$ cat config.mk
export PLATFORM = sky130hd
export DESIGN_NAME = baud_gen
export DESIGN_NICKNAME = d
export VERILOG_FILES = /design/src/rtl/baud_gen_pkg.sv /design/src/rtl/baud_gen_ctrl.sv /design/src/rtl/baud_gen_datapath.sv /design/src/rtl/baud_gen.sv
export SDC_FILE = /design/constraint.sdc
export NUM_CORES = 1
export LEC_CHECK = 0
export ABC_CLOCK_PERIOD_IN_PS = 3800
export CAP_MARGIN = 20
export CORE_MARGIN = 2
export CORE_UTILIZATION = 50
export CTS_BUF_LIST = sky130_fd_sc_hd__clkbuf_16
export CTS_CLUSTER_SIZE = 25
export DETAILED_ROUTE_END_ITERATION = 8
export DONT_BUFFER_PORTS = 1
export PLACE_DENSITY = 0.67
export SYNTH_ARGS = -nofsm -noshare
export SYNTH_HDL_FRONTEND = slang
export SYNTH_SLANG_ARGS = --single-unit
$ cat constraint.sdc
create_clock -name clk -period 3.8 [get_ports clk]
set_input_delay 0.76 -clock clk [delete_from_list [all_inputs] [get_ports clk]]
set_output_delay 0.76 -clock clk [all_outputs]
set_load 0.02 [all_outputs]
$ cat src/rtl/baud_gen_pkg.sv
package baud_gen_pkg;

  // Strobes from control to datapath
  typedef struct packed {
    logic hold;     // generator disabled
    logic restart;  // configuration write this cycle
  } dpStrobe_t;

endpackage

$ cat src/rtl/baud_gen_ctrl.sv
module baud_gen_ctrl
  import baud_gen_pkg::*;
#(
  parameter int SEL_W        = 4,
  parameter int MAX_SEL      = 11,
  parameter int CNT_W        = 8,
  parameter int MIN_CNT      = 8,
  parameter int ADDR_W       = 3,
  parameter int MODE_OFS     = 0,
  parameter int SEL_OFS      = 6,
  parameter int CNT_OFS      = 7,
  parameter int EN_BIT       = 7,
  parameter int SETTLE_TICKS = 2
) (
  input  logic              clk,
  input  logic              rstN,
  input  logic              regWrEn,
  input  logic [ADDR_W-1:0] regAddr,
  input  logic [CNT_W-1:0]  wrData,
  input  logic              basicTick,
  output dpStrobe_t         strobe,
  output logic [SEL_W-1:0]  effSel,
  output logic [CNT_W-1:0]  reload,
  output logic              modeEn,
  output logic              ready
);

  localparam int SET_W = $clog2(SETTLE_TICKS + 1);
  localparam logic [ADDR_W-1:0] MODE_A = ADDR_W'(MODE_OFS);
  localparam logic [ADDR_W-1:0] SEL_A  = ADDR_W'(SEL_OFS);
  localparam logic [ADDR_W-1:0] CNT_A  = ADDR_W'(CNT_OFS);

  logic [SEL_W-1:0] selReg;
  logic [CNT_W-1:0] cntReg;
  logic [SET_W-1:0] settleCnt;
  logic             modeHit, selHit, cntHit, cfgWrite;

  assign modeHit  = regWrEn && (regAddr == MODE_A);
  assign selHit   = regWrEn && (regAddr == SEL_A);
  assign cntHit   = regWrEn && (regAddr == CNT_A);
  assign cfgWrite = modeHit || selHit || cntHit;

  always_ff @(posedge clk or negedge rstN) begin
    if (!rstN) begin
      modeEn <= 1'b0;
      selReg <= '0;
      cntReg <= CNT_W'(MIN_CNT);
    end else begin
      if (modeHit) modeEn <= wrData[EN_BIT];
      if (selHit)  selReg <= wrData[SEL_W-1:0];
      if (cntHit)  cntReg <= wrData;
    end
  end

  // Range forcing
  always_comb begin
    effSel = (selReg > SEL_W'(MAX_SEL)) ? SEL_W'(MAX_SEL) : selReg;
    reload = (cntReg < CNT_W'(MIN_CNT)) ? CNT_W'(MIN_CNT) : cntReg;
  end

  assign strobe.hold    = !modeEn;
  assign strobe.restart = cfgWrite;

  // Settling: count basic clocks since restart, saturating
  always_ff @(posedge clk or negedge rstN) begin
    if (!rstN) begin
      settleCnt <= '0;
    end else if (strobe.hold || strobe.restart) begin
      settleCnt <= '0;
    end else if (basicTick && (settleCnt != SET_W'(SETTLE_TICKS))) begin
      settleCnt <= settleCnt + SET_W'(1);
    end
  end

  assign ready = modeEn && (settleCnt == SET_W'(SETTLE_TICKS));

endmodule

$ cat src/rtl/baud_gen_datapath.sv
module baud_gen_datapath
  import baud_gen_pkg::*;
#(
  parameter int SEL_W   = 4,
  parameter int MAX_SEL = 11,
  parameter int CNT_W   = 8
) (
  input  logic             clk,
  input  logic             rstN,
  input  dpStrobe_t        strobe,
  input  logic [SEL_W-1:0] effSel,
  input  logic [CNT_W-1:0] reload,
  output logic             basicTick,
  output logic             baudTick
);

  localparam int PRE_W = (MAX_SEL > 0) ? MAX_SEL : 1;

  logic [PRE_W-1:0] preCnt;
  logic [PRE_W-1:0] preMask;
  logic [CNT_W-1:0] divCnt;
  logic [CNT_W-1:0] termVal;
  logic             halfPhase;
  logic             halfWrap;
  logic             clearAll;

  assign clearAll = strobe.hold || strobe.restart;

  // Prescaler: basic tick when the low n bits are all ones
  assign preMask   = ~({PRE_W{1'b1}} << effSel);
  assign basicTick = !strobe.hold && ((preCnt & preMask) == preMask);

  always_ff @(posedge clk or negedge rstN) begin
    if (!rstN)         preCnt <= '0;
    else if (clearAll) preCnt <= '0;
    else               preCnt <= preCnt + PRE_W'(1);
  end

  // Reload counter over basic ticks
  assign termVal  = reload - CNT_W'(1);
  assign halfWrap = basicTick && (divCnt == termVal);

  always_ff @(posedge clk or negedge rstN) begin
    if (!rstN) begin
      divCnt    <= '0;
      halfPhase <= 1'b0;
    end else if (clearAll) begin
      divCnt    <= '0;
      halfPhase <= 1'b0;
    end else if (basicTick) begin
      if (halfWrap) begin
        divCnt    <= '0;
        halfPhase <= !halfPhase;
      end else begin
        divCnt <= divCnt + CNT_W'(1);
      end
    end
  end

  // Final divide-by-two: pulse on every second wrap
  assign baudTick = halfWrap && halfPhase;

endmodule

$ cat src/rtl/baud_gen.sv
module baud_gen
  import baud_gen_pkg::*;
#(
  parameter int SEL_W        = 4,
  parameter int MAX_SEL      = 11,
  parameter int CNT_W        = 8,
  parameter int MIN_CNT      = 8,
  parameter int ADDR_W       = 3,
  parameter int MODE_OFS     = 0,
  parameter int SEL_OFS      = 6,
  parameter int CNT_OFS      = 7,
  parameter int EN_BIT       = 7,
  parameter int SETTLE_TICKS = 2
) (
  input  logic              clk,
  input  logic              rstN,
  input  logic              regWrEn,
  input  logic [ADDR_W-1:0] regAddr,
  input  logic [CNT_W-1:0]  wrData,
  output logic              baudTick,
  output logic              ready
);

  dpStrobe_t        strobe;
  logic [SEL_W-1:0] effSel;
  logic [CNT_W-1:0] reload;
  logic             basicTick;
  logic             modeEn;

  baud_gen_ctrl #(
    .SEL_W(SEL_W), .MAX_SEL(MAX_SEL), .CNT_W(CNT_W), .MIN_CNT(MIN_CNT),
    .ADDR_W(ADDR_W), .MODE_OFS(MODE_OFS), .SEL_OFS(SEL_OFS),
    .CNT_OFS(CNT_OFS), .EN_BIT(EN_BIT), .SETTLE_TICKS(SETTLE_TICKS)
  ) ctrl_i (
    .clk(clk), .rstN(rstN), .regWrEn(regWrEn), .regAddr(regAddr),
    .wrData(wrData), .basicTick(basicTick), .strobe(strobe),
    .effSel(effSel), .reload(reload), .modeEn(modeEn), .ready(ready)
  );

  baud_gen_datapath #(
    .SEL_W(SEL_W), .MAX_SEL(MAX_SEL), .CNT_W(CNT_W)
  ) dp_i (
    .clk(clk), .rstN(rstN), .strobe(strobe), .effSel(effSel),
    .reload(reload), .basicTick(basicTick), .baudTick(baudTick)
  );

endmodule

==> reports/qor.txt <==
#FFs+latches synth -> 35
FMAX -> 0.284 GHz
Crit Path Category -> flop to output pin
Post-CTS Hold Fix Bufs -> 0
crit path cell chain -> nor3_2 -> nand3_1 -> nand2_1 -> ha_1 -> xor2_1 -> o21ai_0 -> a2111o_1 -> nor2_1 -> nand3_1 -> nor3_1 -> buf_4
routed wire length -> 4.29 mm
drt first pass iters -> 4
# Post-CTS Setup Buffers -> 0
# diodes -> 0
Slew Viols, Final -> 0
GPL Wtd Cong -> 0.844
final cell count without fillers -> 277
post-synth cell types -> 52
WP data arrival -> 2760 ps
Num Clock Sinks -> 35
top post-synthesis cells by area -> dfrtp_1 41%, mux2_2 7.0%, xnor2_1 4.6%, nor2_1 3.9%, nand3_1 3.8%
clock buffer depth -> 2
syn_nets -> 239
setup TNS -> 0 ps
Nets -> 244
EDFF count, synth -> 0
outcome -> complete, no violations
die height -> 68.8 µm
setup violators final -> 0
compound-cell area share of the yosys netlist -> 0.155
Horiz. Die Dim -> 68.8 µm
Synth Instances -> 221
async set-or-reset flop fraction in the synthesized netlist -> 1.00
DR DRC count -> 0
Seq/Total Area, Yosys -> 0.418
Yosys top cell area share -> 0.406
slowest cell on the critical path -> dfrtp_1
FF-to-FF setup slack -> 880 ps
core area -> 4030 µm²
num ports -> 16
Post-Synth XOR/XNOR Area -> 0.0710
LEAKAGE -> 0.947 nW
DP HPWL -> 3.01 mm
clk slew on worst S/H paths -> 60 ps
biggest area consumer among synthesized cells -> dfrtp_1
Detail Route Antenna Nets -> 0
wire per inst -> 15.5 µm
total vias in the final route -> 1,628
mux contribution to synthesized area -> 0.0746
max-cap violations -> 0
gr ovfl total -> 0
IO Port Bufs -> 0
cts bufs inserted -> 5
startpoint class of the critical path -> flop
std cell rows -> 23
Syn Area/Cell -> 9.49 µm²
class of the worst hold path -> primary input to asynchronous set/reset pin
Top FF cell, synth -> dfrtp_1
Placed Cells -> 269
dpl ws -> 466 ps
final worst setup slack -> 277 ps
Clock Skews -> 4.44 ps
Critical Path Fanout Max -> 6
pin count of the biggest net entering global routing -> 36
First DRT Iteration DRCs -> 116
Final min period -> 3520 ps
RSZ-0062 raised after global routing -> false
Syn. warnings -> 0
adder-cell share of the synthesized area -> 0.0239
CP Data Required Time -> 3040 ps
global-route wire length before repair -> 7.08 mm
final period utilization -> 0.927
critical path's most frequent cell -> nand3_1
Hold WS -> 177 ps
H-Tree Depth -> 2
clock latency on the worst-skew pair -> 280 ps
Layout area overhead -> 12.2%
Power Dens Cells -> 526 nW/µm²
Slew @ Worst Pin -> 401 ps
total die area -> 4730 µm²
Total Routing Usage GR -> 0.207
layout cells sized above 1 -> 0.145
main combinational cell family by area after synthesis -> simple AND/OR/NAND/NOR gates
CP endpoint kind -> output pin
area of the mapped netlist -> 2100 µm²
fill cell count -> 356
Peak VDD IR -> 0.379 mV
via/cell ratio -> 5.88
Final Hold Vio Count -> 0
Slowest Stage Delay on Critical Path -> 440 ps
Synth Area in Simple Gates -> 0.225
root buffer cell -> clkbuf_16
Max transition margin -> 0.732
vias in the first global route -> 1,488
CTS tree -> yes
initial antenna violation count -> 0
initial core utilization -> 0.520
[kinds of logic after synthesis]
family,Yosys count
mux,14
buf+inv,17
compound gates,46
xor+xnor,17
flops,35
simple gates,88
fa+ha+maj,4
[timing repair]
action / in CTS / in global routing
resized for setup: 0 / 1
endpoints found under the hold margin: 0 / 0
endpoints found under the setup margin: 0 / 1
[per-stage QoR]
step / util / power [mW] / area [µm²]
final: 0.584 / 1.24 / 2350
after global routing: 0.584 / 1.30 / 2350
after CTS: 0.583 / 1.25 / 2350
after detailed placement: 0.535 / 0.710 / 2150
after global placement: 0.535 / 0.707 / 2150
after floorplan: - / 0.660 / 2100
[synthesized netlist by cell type (2+ instances only)]
master and n:
o21ai_0 6, a21oi_1 12, inv_1 13, nor3_1 5
o22ai_1 6, a211oi_1 2, clkbuf_1 2, xnor2_1 11
o32ai_1 2, dfrtp_1 34, and3_1 8, nor2_1 22
ha_1 4, xor2_1 6, nand4_1 2, nor3b_1 2
a21boi_0 2, nand3b_1 2, nand3_1 16, mux2_2 13
nor4bb_1 2, nand2_1 15, and2_1 2, nand2b_1 3
o21bai_1 2
[state kept, by name, indices dropped and copies added (netlist names)]
name	count
ctrl_i.modeEn	1
ctrl_i.selReg	4
ctrl_i.settleCnt	2
ctrl_i.cntReg	8
dp_i.preCnt	11
dp_i.halfPhase	1
dp_i.divCnt	8
[cell type report]
class | count | area (µm²) | area share
multi-input combinational | 169 | 1160 | 0.491
sequential | 35 | 877 | 0.373
clock buffer | 5 | 125 | 0.0532
clock inverter | 3 | 67.6 | 0.0287
tap | 50 | 62.6 | 0.0266
inverter | 13 | 48.8 | 0.0207
timing repair buffer | 2 | 15.0 | 0.00638
[critical path, delay by kind of cell, from the launching register on]
| kind | cells | cell delay (ps) |
|---|---|---|
| simple gates | 6 | 1060 |
| xor+xnor | 1 | 120 |
| fa+ha+maj | 1 | 240 |
| buf+inv | 1 | 170 |
| flops | 1 | 440 |
| compound gates | 2 | 460 |
[cell usage in the layout, fill, tap and decap left out, types with 2 or more instances in the layout]
| cell | instances |
|---|---|
| nor4bb_1 | 2 |
| nand2b_1 | 3 |
| o32ai_1 | 2 |
| nor3b_1 | 2 |
| o21bai_1 | 2 |
| a21oi_1 | 12 |
| dfrtp_1 | 34 |
| mux2_2 | 13 |
| buf_4 | 2 |
| and3_1 | 8 |
| nand3b_1 | 2 |
| xor2_1 | 6 |
| o22ai_1 | 6 |
| nand2_1 | 15 |
| a211oi_1 | 2 |
| ha_1 | 4 |
| bufinv_16 | 2 |
| a21boi_0 | 2 |
| nor2_1 | 22 |
| nor3_1 | 4 |
| xnor2_1 | 11 |
| clkbuf_16 | 5 |
| and2_1 | 2 |
| inv_1 | 13 |
| nand3_1 | 16 |
| nand4_1 | 2 |
| o21ai_0 | 6 |
[final timing paths]
kind | start | endpoint | cells past startpoint
worst min register to register | ctrl_i.settleCnt[1] | ctrl_i.settleCnt[1] | 2
worst min-delay path | rstN | dp_i.divCnt[0] | 0
worst max register to register | ctrl_i.cntReg[3] | dp_i.divCnt[7] | 11
min in group clk | ctrl_i.settleCnt[1] | ctrl_i.settleCnt[1] | 2
max in group asynchronous | rstN | ctrl_i.cntReg[3] | 0
worst max-delay path | ctrl_i.cntReg[4] | baudTick | 11
[metal layers]
metal	global-route usage	part of all wire	vias up
met1	0.270	0.47	791
met2	0.331	0.48	21
met5	0	0	-
li1	-	-	811
met4	0.0809	0.010	0
met3	0.0536	0.031	5
[report_power, final]
| part | total [mW] | internal, mW | switching (mW) |
|---|---|---|---|
| Sequential | 0.484 | 0.411 | 0.0722 |
| Clock | 0.527 | 0.375 | 0.152 |
| Combinational | 0.227 | 0.111 | 0.115 |
| Total | 1.24 | 0.898 | 0.339 |
No activity file was read; power rests on OpenSTA's default activity.
